File: src/rtl/stt_pkg.sv
package stt_pkg;
  typedef enum logic [1:0] {
    BASE_10US  = 2'b00,
    BASE_100US = 2'b01,
    BASE_1MS   = 2'b10,
    BASE_OFF   = 2'b11
  } tbase_e;

  // System clocks per tick for a time base; 0 for the stopped setting.
  function automatic int unsigned base_div(int unsigned clk_hz, logic [1:0] sel);
    case (sel)
      BASE_10US:  return clk_hz / 100000;
      BASE_100US: return clk_hz / 10000;
      BASE_1MS:   return clk_hz / 1000;
      default:    return 0;
    endcase
  endfunction
endpackage

File: src/rtl/stt_prescaler.sv
module stt_prescaler #(
  parameter int unsigned CLK_HZ = 100_000_000,
  localparam int unsigned DIV_MAX = CLK_HZ / 1000,
  localparam int PW = $clog2(DIV_MAX + 1)
) (
  input  logic       clk,
  input  logic       rst_n,
  input  logic       run,
  input  logic       restart,
  input  logic [1:0] scale,
  output logic       tick
);
  import stt_pkg::*;

  logic [PW-1:0] phase;
  logic [PW-1:0] last;
  logic          live;

  always_comb begin
    last = PW'(base_div(CLK_HZ, scale) - 1);
    live = run && (scale != BASE_OFF);
    // >= keeps the divider sane when the scale shrinks mid-period
    tick = live && (phase >= last);
  end

  always_ff @(posedge clk or negedge rst_n) begin
    if (!rst_n)                     phase <= '0;
    else if (!live || restart || tick) phase <= '0;
    else                            phase <= phase + 1'b1;
  end
endmodule

File: src/rtl/stt_counter.sv
module stt_counter #(
  parameter int CW = 16
) (
  input  logic          clk,
  input  logic          rst_n,
  input  logic          tick,
  input  logic          zero,
  input  logic          free_run,
  input  logic [CW-1:0] limit,
  output logic [CW-1:0] count,
  output logic          hit
);
  assign hit = tick && (count == limit);

  always_ff @(posedge clk or negedge rst_n) begin
    if (!rst_n)      count <= '0;
    else if (zero)   count <= '0;
    else if (hit)    count <= free_run ? '0 : count;
    else if (tick)   count <= count + 1'b1;
  end
endmodule

File: src/rtl/stt_status.sv
module stt_status (
  input  logic clk,
  input  logic rst_n,
  input  logic set,
  input  logic clr,
  input  logic irq_en,
  output logic flag,
  output logic irq
);
  always_ff @(posedge clk or negedge rst_n) begin
    if (!rst_n)   flag <= 1'b0;
    else if (set) flag <= 1'b1;
    else if (clr) flag <= 1'b0;
  end

  assign irq = flag && irq_en;
endmodule

File: src/rtl/stt_timer.sv
module stt_timer #(
  parameter int unsigned CLK_HZ = 100_000_000,
  parameter int          CNT_W  = 16
) (
  input  logic             clk,
  input  logic             rst_n,
  input  logic             ctrl_we,
  input  logic             ctrl_en,
  input  logic             ctrl_mode,
  input  logic [1:0]       ctrl_scale,
  input  logic             ctrl_restart,
  input  logic [CNT_W-1:0] timeout,
  input  logic             irq_en,
  input  logic             status_w1c,
  output logic             timer_on,
  output logic [CNT_W-1:0] count,
  output logic             status,
  output logic             irq
);
  logic       en_q, mode_q;
  logic [1:0] scale_q;
  logic       tick, hit, zero;

  assign zero = ctrl_we && (!ctrl_en || ctrl_restart);

  always_ff @(posedge clk or negedge rst_n) begin
    if (!rst_n) begin
      en_q    <= 1'b0;
      mode_q  <= 1'b0;
      scale_q <= 2'b00;
    end else if (ctrl_we) begin
      en_q    <= ctrl_en;
      mode_q  <= ctrl_mode;
      scale_q <= ctrl_scale;
    end else if (hit && !mode_q) begin
      en_q    <= 1'b0;
    end
  end

  assign timer_on = en_q;

  stt_prescaler #(.CLK_HZ(CLK_HZ)) u_presc (
    .clk(clk), .rst_n(rst_n), .run(en_q), .restart(zero),
    .scale(scale_q), .tick(tick)
  );

  stt_counter #(.CW(CNT_W)) u_cnt (
    .clk(clk), .rst_n(rst_n), .tick(tick), .zero(zero),
    .free_run(mode_q), .limit(timeout), .count(count), .hit(hit)
  );

  stt_status u_stat (
    .clk(clk), .rst_n(rst_n), .set(hit), .clr(status_w1c),
    .irq_en(irq_en), .flag(status), .irq(irq)
  );
endmodule

File: config.mk
export PLATFORM = sky130hd
export DESIGN_NAME = stt_timer
export DESIGN_NICKNAME = d
export VERILOG_FILES = /design/src/rtl/stt_pkg.sv /design/src/rtl/stt_prescaler.sv /design/src/rtl/stt_counter.sv /design/src/rtl/stt_status.sv /design/src/rtl/stt_timer.sv
export SDC_FILE = /design/constraint.sdc
export NUM_CORES = 1
export LEC_CHECK = 0
export ABC_AREA = 1
export BUFFER_PORTS_ARGS = -buffer_cell sky130_fd_sc_hd__buf_2
export CAP_MARGIN = 20
export CORE_MARGIN = 10
export CORE_UTILIZATION = 50
export CTS_CLUSTER_SIZE = 24
export DETAILED_ROUTE_END_ITERATION = 7
export MAX_ROUTING_LAYER = met4
export PLACE_DENSITY_LB_ADDON = 0.25
export SYNTH_ARGS = -nofsm -noshare
export SYNTH_HDL_FRONTEND = slang
export SYNTH_SLANG_ARGS = --single-unit
File: constraint.sdc
create_clock -name clk -period 2.2 [get_ports clk]
set_clock_uncertainty 0.05 [all_clocks]
set_input_delay 0.55 -clock clk [delete_from_list [all_inputs] [get_ports clk]]
set_output_delay 0.55 -clock clk [all_outputs]
set_load 0.05 [all_outputs]
Yosys cells after proc, flatten, opt, wreduce, memory -nomap -nowiden:

Cells that the tools add are included.

* eq/ne operators: 5
* $lt $le $gt $ge: 1
* mux-type cells: 10
* reductions and logical operators: 17
* add/subtract/negate cells: 3

Operators with widths (number)
* 16-bit two-way mux: 4
* 17-bit one-hot mux with 3 select lines: 1
* 17-bit by 1-bit adder with 17-bit output (second input constant): 1
* 17-bit greater-or-equal comparator: 1
* 17-bit two-way mux: 1
* 17-bit by 1-bit subtractor with 17-bit output (second input constant): 1
* 16-bit by 1-bit adder with 16-bit output (second input constant): 1
* 16-bit equality test: 1
* 1-bit logical AND: 6
* 1-bit two-way mux: 4
* 2-bit nonzero test: 2
* 1-bit logical NOT: 3
* 1-bit logical OR: 3
* 3-bit by 2-bit != test with 1-bit output (second input constant): 1
* 3-bit nonzero test: 1
* 2-bit by 1-bit equality test with 1-bit output (second input constant): 1
* 2-bit equality test (second input constant): 1
* 2-bit logical NOT: 1
* 2-bit != test (second input constant): 1
* 2-bit AND reduction: 1

* flip-flop bits (word level): 38
* word-level logic and storage cells: 42
* output and inout bits: 19
* bits of input ports: 26

Depth between registers and ports, before layout:

* word-level depth: 9
* mapped depth: 15
* mapped depth without buffers: 15

Cells and area by module:

From an unflattened synthesis, not the netlist that was laid out.

* cells, all modules: 431
* area total of the unflattened synthesis: 3040.4 um^2

By module, submodules not included
* stt_prescaler: times used 1, sequential area each 425.4 um^2, cells an instance 177, area an instance 1430.1 um^2
* stt_counter: times used 1, sequential area each 400.4 um^2, cells an instance 225, area an instance 1388.8 um^2
* stt_timer: times used 1, sequential area each 100.1 um^2, cells an instance 22, area an instance 173.9 um^2
* stt_status: times used 1, sequential area each 25.0 um^2, cells an instance 7, area an instance 47.5 um^2

Least setup slack after synthesis:

No wires, ideal clock.

* path type: register to register
* start point: register scale_q[0]
* end point: register u_presc.phase[12]
* path slack: -0.106 ns
* data required time: 2.078 ns
* clock period less this slack: 2.306 ns
* arrival: 2.185 ns
* library setup time: 0.072 ns
* stages on the path, launching flop included: 14
* buffers on the path: 1
* path through: dfrtp_1 inv_1 ha_1 xnor2_1 ha_1 nand2_1 nor2_1 nand2_1 inv_1 nand3_1 nand4_1 nand3b_2 buf_2 nor2_1

* longest elaborated chain between the ends: 7
* elaborated cells between the ends (all ways): 13
* classes of those cells: 1 x add/sub; 1 x order compare; 3 x eq/ne; 2 x mux; 6 x reduce/logical

RTL lines
* start: declaration: line stt_timer.sv:21 `logic [1:0] scale_q;`
* start signal: assignment: line stt_timer.sv:34 `scale_q <= ctrl_scale;`
* 2-bit equality test, or another cell as far along: line stt_pkg.sv:11 `case (sel)`
* 17-bit one-hot mux with 3 select lines: line stt_pkg.sv:11
* 17-bit by 1-bit subtractor with 17-bit output: line stt_prescaler.sv:20 `last = PW'(base_div(CLK_HZ, scale) - 1);`
* 17-bit greater-or-equal comparator: line stt_prescaler.sv:23 `tick = live && (phase >= last);`
* 1-bit logical AND: line stt_prescaler.sv:23
* 1-bit logical OR (*): line stt_prescaler.sv:28 `else if (!live || restart || tick) phase <= '0;`
* 17-bit two-way mux (*): line stt_prescaler.sv:28
* end signal: assignment: line stt_prescaler.sv:29 `else phase <= phase + 1'b1;`
* end: declaration: line stt_prescaler.sv:15 `logic [PW-1:0] phase;`

Mark *: on every way between the ends. The rest lies on a longest branch, timed or not.
A chain may end at the register's enable or synchronous reset.

Worst setup path in the final report:

* start point: register scale_q[0]
* end point: register u_cnt.count[10]

* longest elaborated chain between the ends: 8
* elaborated cells between the ends (all ways): 15
* classes of those cells: 1 x add/sub; 1 x order compare; 4 x eq/ne; 3 x mux; 6 x reduce/logical

RTL lines
* 2-bit equality test, or another cell as far along: line stt_pkg.sv:11
* 17-bit one-hot mux with 3 select lines: line stt_pkg.sv:11
* 17-bit by 1-bit subtractor with 17-bit output: line stt_prescaler.sv:20
* 17-bit greater-or-equal comparator: line stt_prescaler.sv:23
* 1-bit logical AND (*): line stt_prescaler.sv:23
* 1-bit logical AND: line stt_counter.sv:13 `assign hit = tick && (count == limit);`
* 3-bit by 2-bit != test with 1-bit output (no source line), or another cell as far along
* 2-bit AND reduction (no source line) or 16-bit two-way mux (tied branches)
* end signal: assignment: line stt_counter.sv:18 `else if (hit) count <= free_run ? '0 : count;`
* end signal: assignment: line stt_counter.sv:19 `else if (tick) count <= count + 1'b1;`
* end: declaration: line stt_counter.sv:10 `output logic [CW-1:0] count,`

Marks and branches as above.

==> out/results.txt <==
Vias in the first global route: 2790
Share of cells above drive strength 1: 23.14%
N_diodes: 0
Drt wl/cell: 13.02 microns
Non-Filler Instances: 556
Cells after Synth: 417
Worst reg2reg path depth: 15
Dpl hpwl: 5.348 mm
Final-report hold violation count: 0
Final WL: 7.237 mm
Fill count: 491
Leading area contributor after synthesis: dfrtp_1
Crit Reg-Reg Endpoint: u_cnt.count[10]$_DFFE_PN0P_
Total grt overflow: 0
R2r setup slk: -0.32 ns
GR Util All Layers: 17.33%
Synth Area per Inst: 6.796 sq um
DRC viols: 0
Clock Path Buffers: 2
Row count: 27
Final net count: 531
Slew HR: 64.94%
Max Fclk: 397.1 MHz
Mapped Nets: 464
Final WS setup: -0.3182 ns
CTS Buf Count: 5
Crit path from: scale_q[0]$_DFFE_PN0P_
Die height: 95.29 microns
Worst flop-to-flop path startpoint: scale_q[0]$_DFFE_PN0P_
Most common cell after layout, fill and taps aside: nand2_1
Nature of the critical path endpoint: flop
Post-synthesis cell area: 2834 sq um
Worst Max-Slew Pin Slew: 0.5253 ns
CP max FO: 7
Critical path destination: u_cnt.count[10]$_DFFE_PN0P_
Final ANT Viol Nets: 0
Placed cells: 537
CTS tree: built
H-tree depth: 2
Clock latency at the later pin of the worst-skew pair: 0.30 ns
IO Count: 45
IO buf count: 44
Outcome: finished, violations left
Kind of critical path: flop to flop
CTS clk-pin slew, worst paths: 0.08 ns
Die area: 9079 sq um
#FFs+latches synth: 38
Vias per cell: 5.000
Critical Path AT: 2.66 ns
Root buffer cell: clkbuf_8
Min cycle time layout: 2.518 ns
Initial core utilization: 51.47%
Initial antenna violation count: 0
Most frequent cells in the layout: nand2_1, inv_1, nor2_1
Pwr dens: 439.6 nW/um^2
Drt pass-1 iters: 4
Worst IR Drop VDD: 246.0 uV
Slew Viols, Final: 0
Area grow syn2layout: 26.36%
Setup crit start kind: flop
Pin count of the biggest net entering global routing: 21
Share of the synthesized area in the top cell type: 33.55%
Worst slack, placed: -0.3372 ns
Setup-failing EPs final: 35
# clock sinks: 38
First-pass GRT wire length: 12.48 mm
DRT iter0 DRCs: 65
P_leak: 1.979 nW
Min Hold Slack: 0.1517 ns
Sequential area share after synthesis: 33.55%
Period utilization: 114.5%
Core Area: 5507 sq um
Synth area leaders: dfrtp_1, nand2_1, inv_1
Die W: 95.29 microns
RSZ-0062 raised after global routing: yes
Post-CTS Hold Buffers: 0
Max Cap Viol: 0
Vias post-DR: 2780
Distinct cells, synth: 27
Req. time, crit path: 2.34 ns
Hold WC Path Type: input port to asynchronous set/reset pin
Warnings, synthesis: 0
GP Congestion: 0.9118
Violated checks: negative setup slack
cells in the mapped netlist:
library cell and number:
a21oi_1 6, buf_6 1, nor2_1 54, nand2_1 128, clkbuf_1 1, nand3_2 2
nor2_2 2, ha_1 21, buf_2 2, clkbuf_2 1, inv_1 71, nand3_1 28
inv_2 1, nand3b_1 1, buf_4 1, xor2_1 19, a21o_1 1, nand3b_2 1
o21ai_0 11, o211ai_4 1, o21bai_1 1, nor4_1 3, nand2_2 1, dfrtp_1 38
nor3_1 11, xnor2_1 3, nand4_1 7
per-layer routing:
| layer | vias up | GRT usage [%] | part of all wire (%) |
|---|---|---|---|
| met5 | - | - | 0 |
| met4 | 0 | 5.736 | 1.8 |
| met3 | 16 | 3.299 | 2.8 |
| met2 | 48 | 30.28 | 52 |
| met1 | 1289 | 19.37 | 43 |
| li1 | 1427 | - | - |
how the worst min path moves through the flow:
stage / startpoint / to / slack (ns) / depth (start not counted)
2_1_floorplan: rst_n / mode_q$_DFFE_PN0P_ / 0.20 / 0
3_3_place_gp: u_presc.phase[0]$_DFF_PN0_ / u_presc.phase[0]$_DFF_PN0_ / 0.43 / 1
3_5_place_dp: u_presc.phase[0]$_DFF_PN0_ / u_presc.phase[0]$_DFF_PN0_ / 0.44 / 1
4_1_cts: rst_n / u_cnt.count[3]$_DFFE_PN0P_ / 0.17 / 1
5_1_grt: rst_n / u_presc.phase[6]$_DFF_PN0_ / 0.18 / 1
6_report: rst_n / u_cnt.count[3]$_DFFE_PN0P_ / 0.15 / 1
metrics by stage:
stage / TNS, ns / power, mW / instance area (sq um) / util [%]
after floorplan: -0.03681 / 0.8470 / 2874 / -
after global placement: -5.277 / 0.9227 / 3231 / 58.67
after detailed placement: -9.651 / 0.9314 / 3231 / 58.67
after CTS: -6.101 / 1.562 / 3481 / 63.21
after global routing: -12.91 / 1.640 / 3581 / 65.03
final: -8.112 / 1.574 / 3581 / 65.03
final cells by class:
cell class	instances	area, sq um	area share (%)
multi-input cells	302	1739	48.57
flip-flops and latches	38	953.4	26.62
repair buffers	64	397.9	11.11
inverters	72	280.3	7.827
well taps	72	90.09	2.516
clock buffers	6	82.58	2.306
clock inverters	1	30.03	0.8386
repair inverters	1	7.507	0.2096
critical path, stage by stage (launching register included):
cell and delay [ns]:
dfrtp_2 0.46, inv_4 0.07, ha_4 0.18, xnor2_2 0.13
ha_1 0.32, nand2_2 0.08, nor2_2 0.04, nand2_1 0.08
nor2_1 0.05, nor2_1 0.13, nand4_1 0.17, nand4_1 0.16
buf_4 0.15, clkinvlp_4 0.16, nand2_1 0.11, nand2_1 0.05
registers in the layout (all words and copies together), names as in the netlist:
name,count
timer_on,1
u_stat.flag,1
scale_q,2
u_cnt.count,16
mode_q,1
u_presc.phase,17
repair_timing:
item / in CTS / in global routing
cloned: 2 / 0
buffers inserted: 9 / 1
pin swaps: 5 / 22
setup endpoints to repair: 35 / 35
gates resized for setup: 13 / 28
cell families (layout without fill, tap and decap cells):
family                   count (synthesis)  after routing  share of synthesized area, %
flip-flops                              38             38                         33.55
XOR/XNOR                                22             22                         6.799
AO/OA/AOI/OAI                           20             20                         4.283
buffers and inverters                   78            144                         10.86
adder cells (fa/ha/maj)                 21             21                         9.271
AND/OR/NAND/NOR                        238            239                         35.23
power by group:
group	total [mW]	switching (mW)	leakage [nW]	internal (mW)
combinational	0.231	0.133	1.40	0.0989
sequential	0.722	0.0147	0.521	0.708
clock	0.620	0.257	0.0573	0.363
total	1.57	0.405	1.98	1.17
Note: power is estimated with default switching activity, not from simulation.
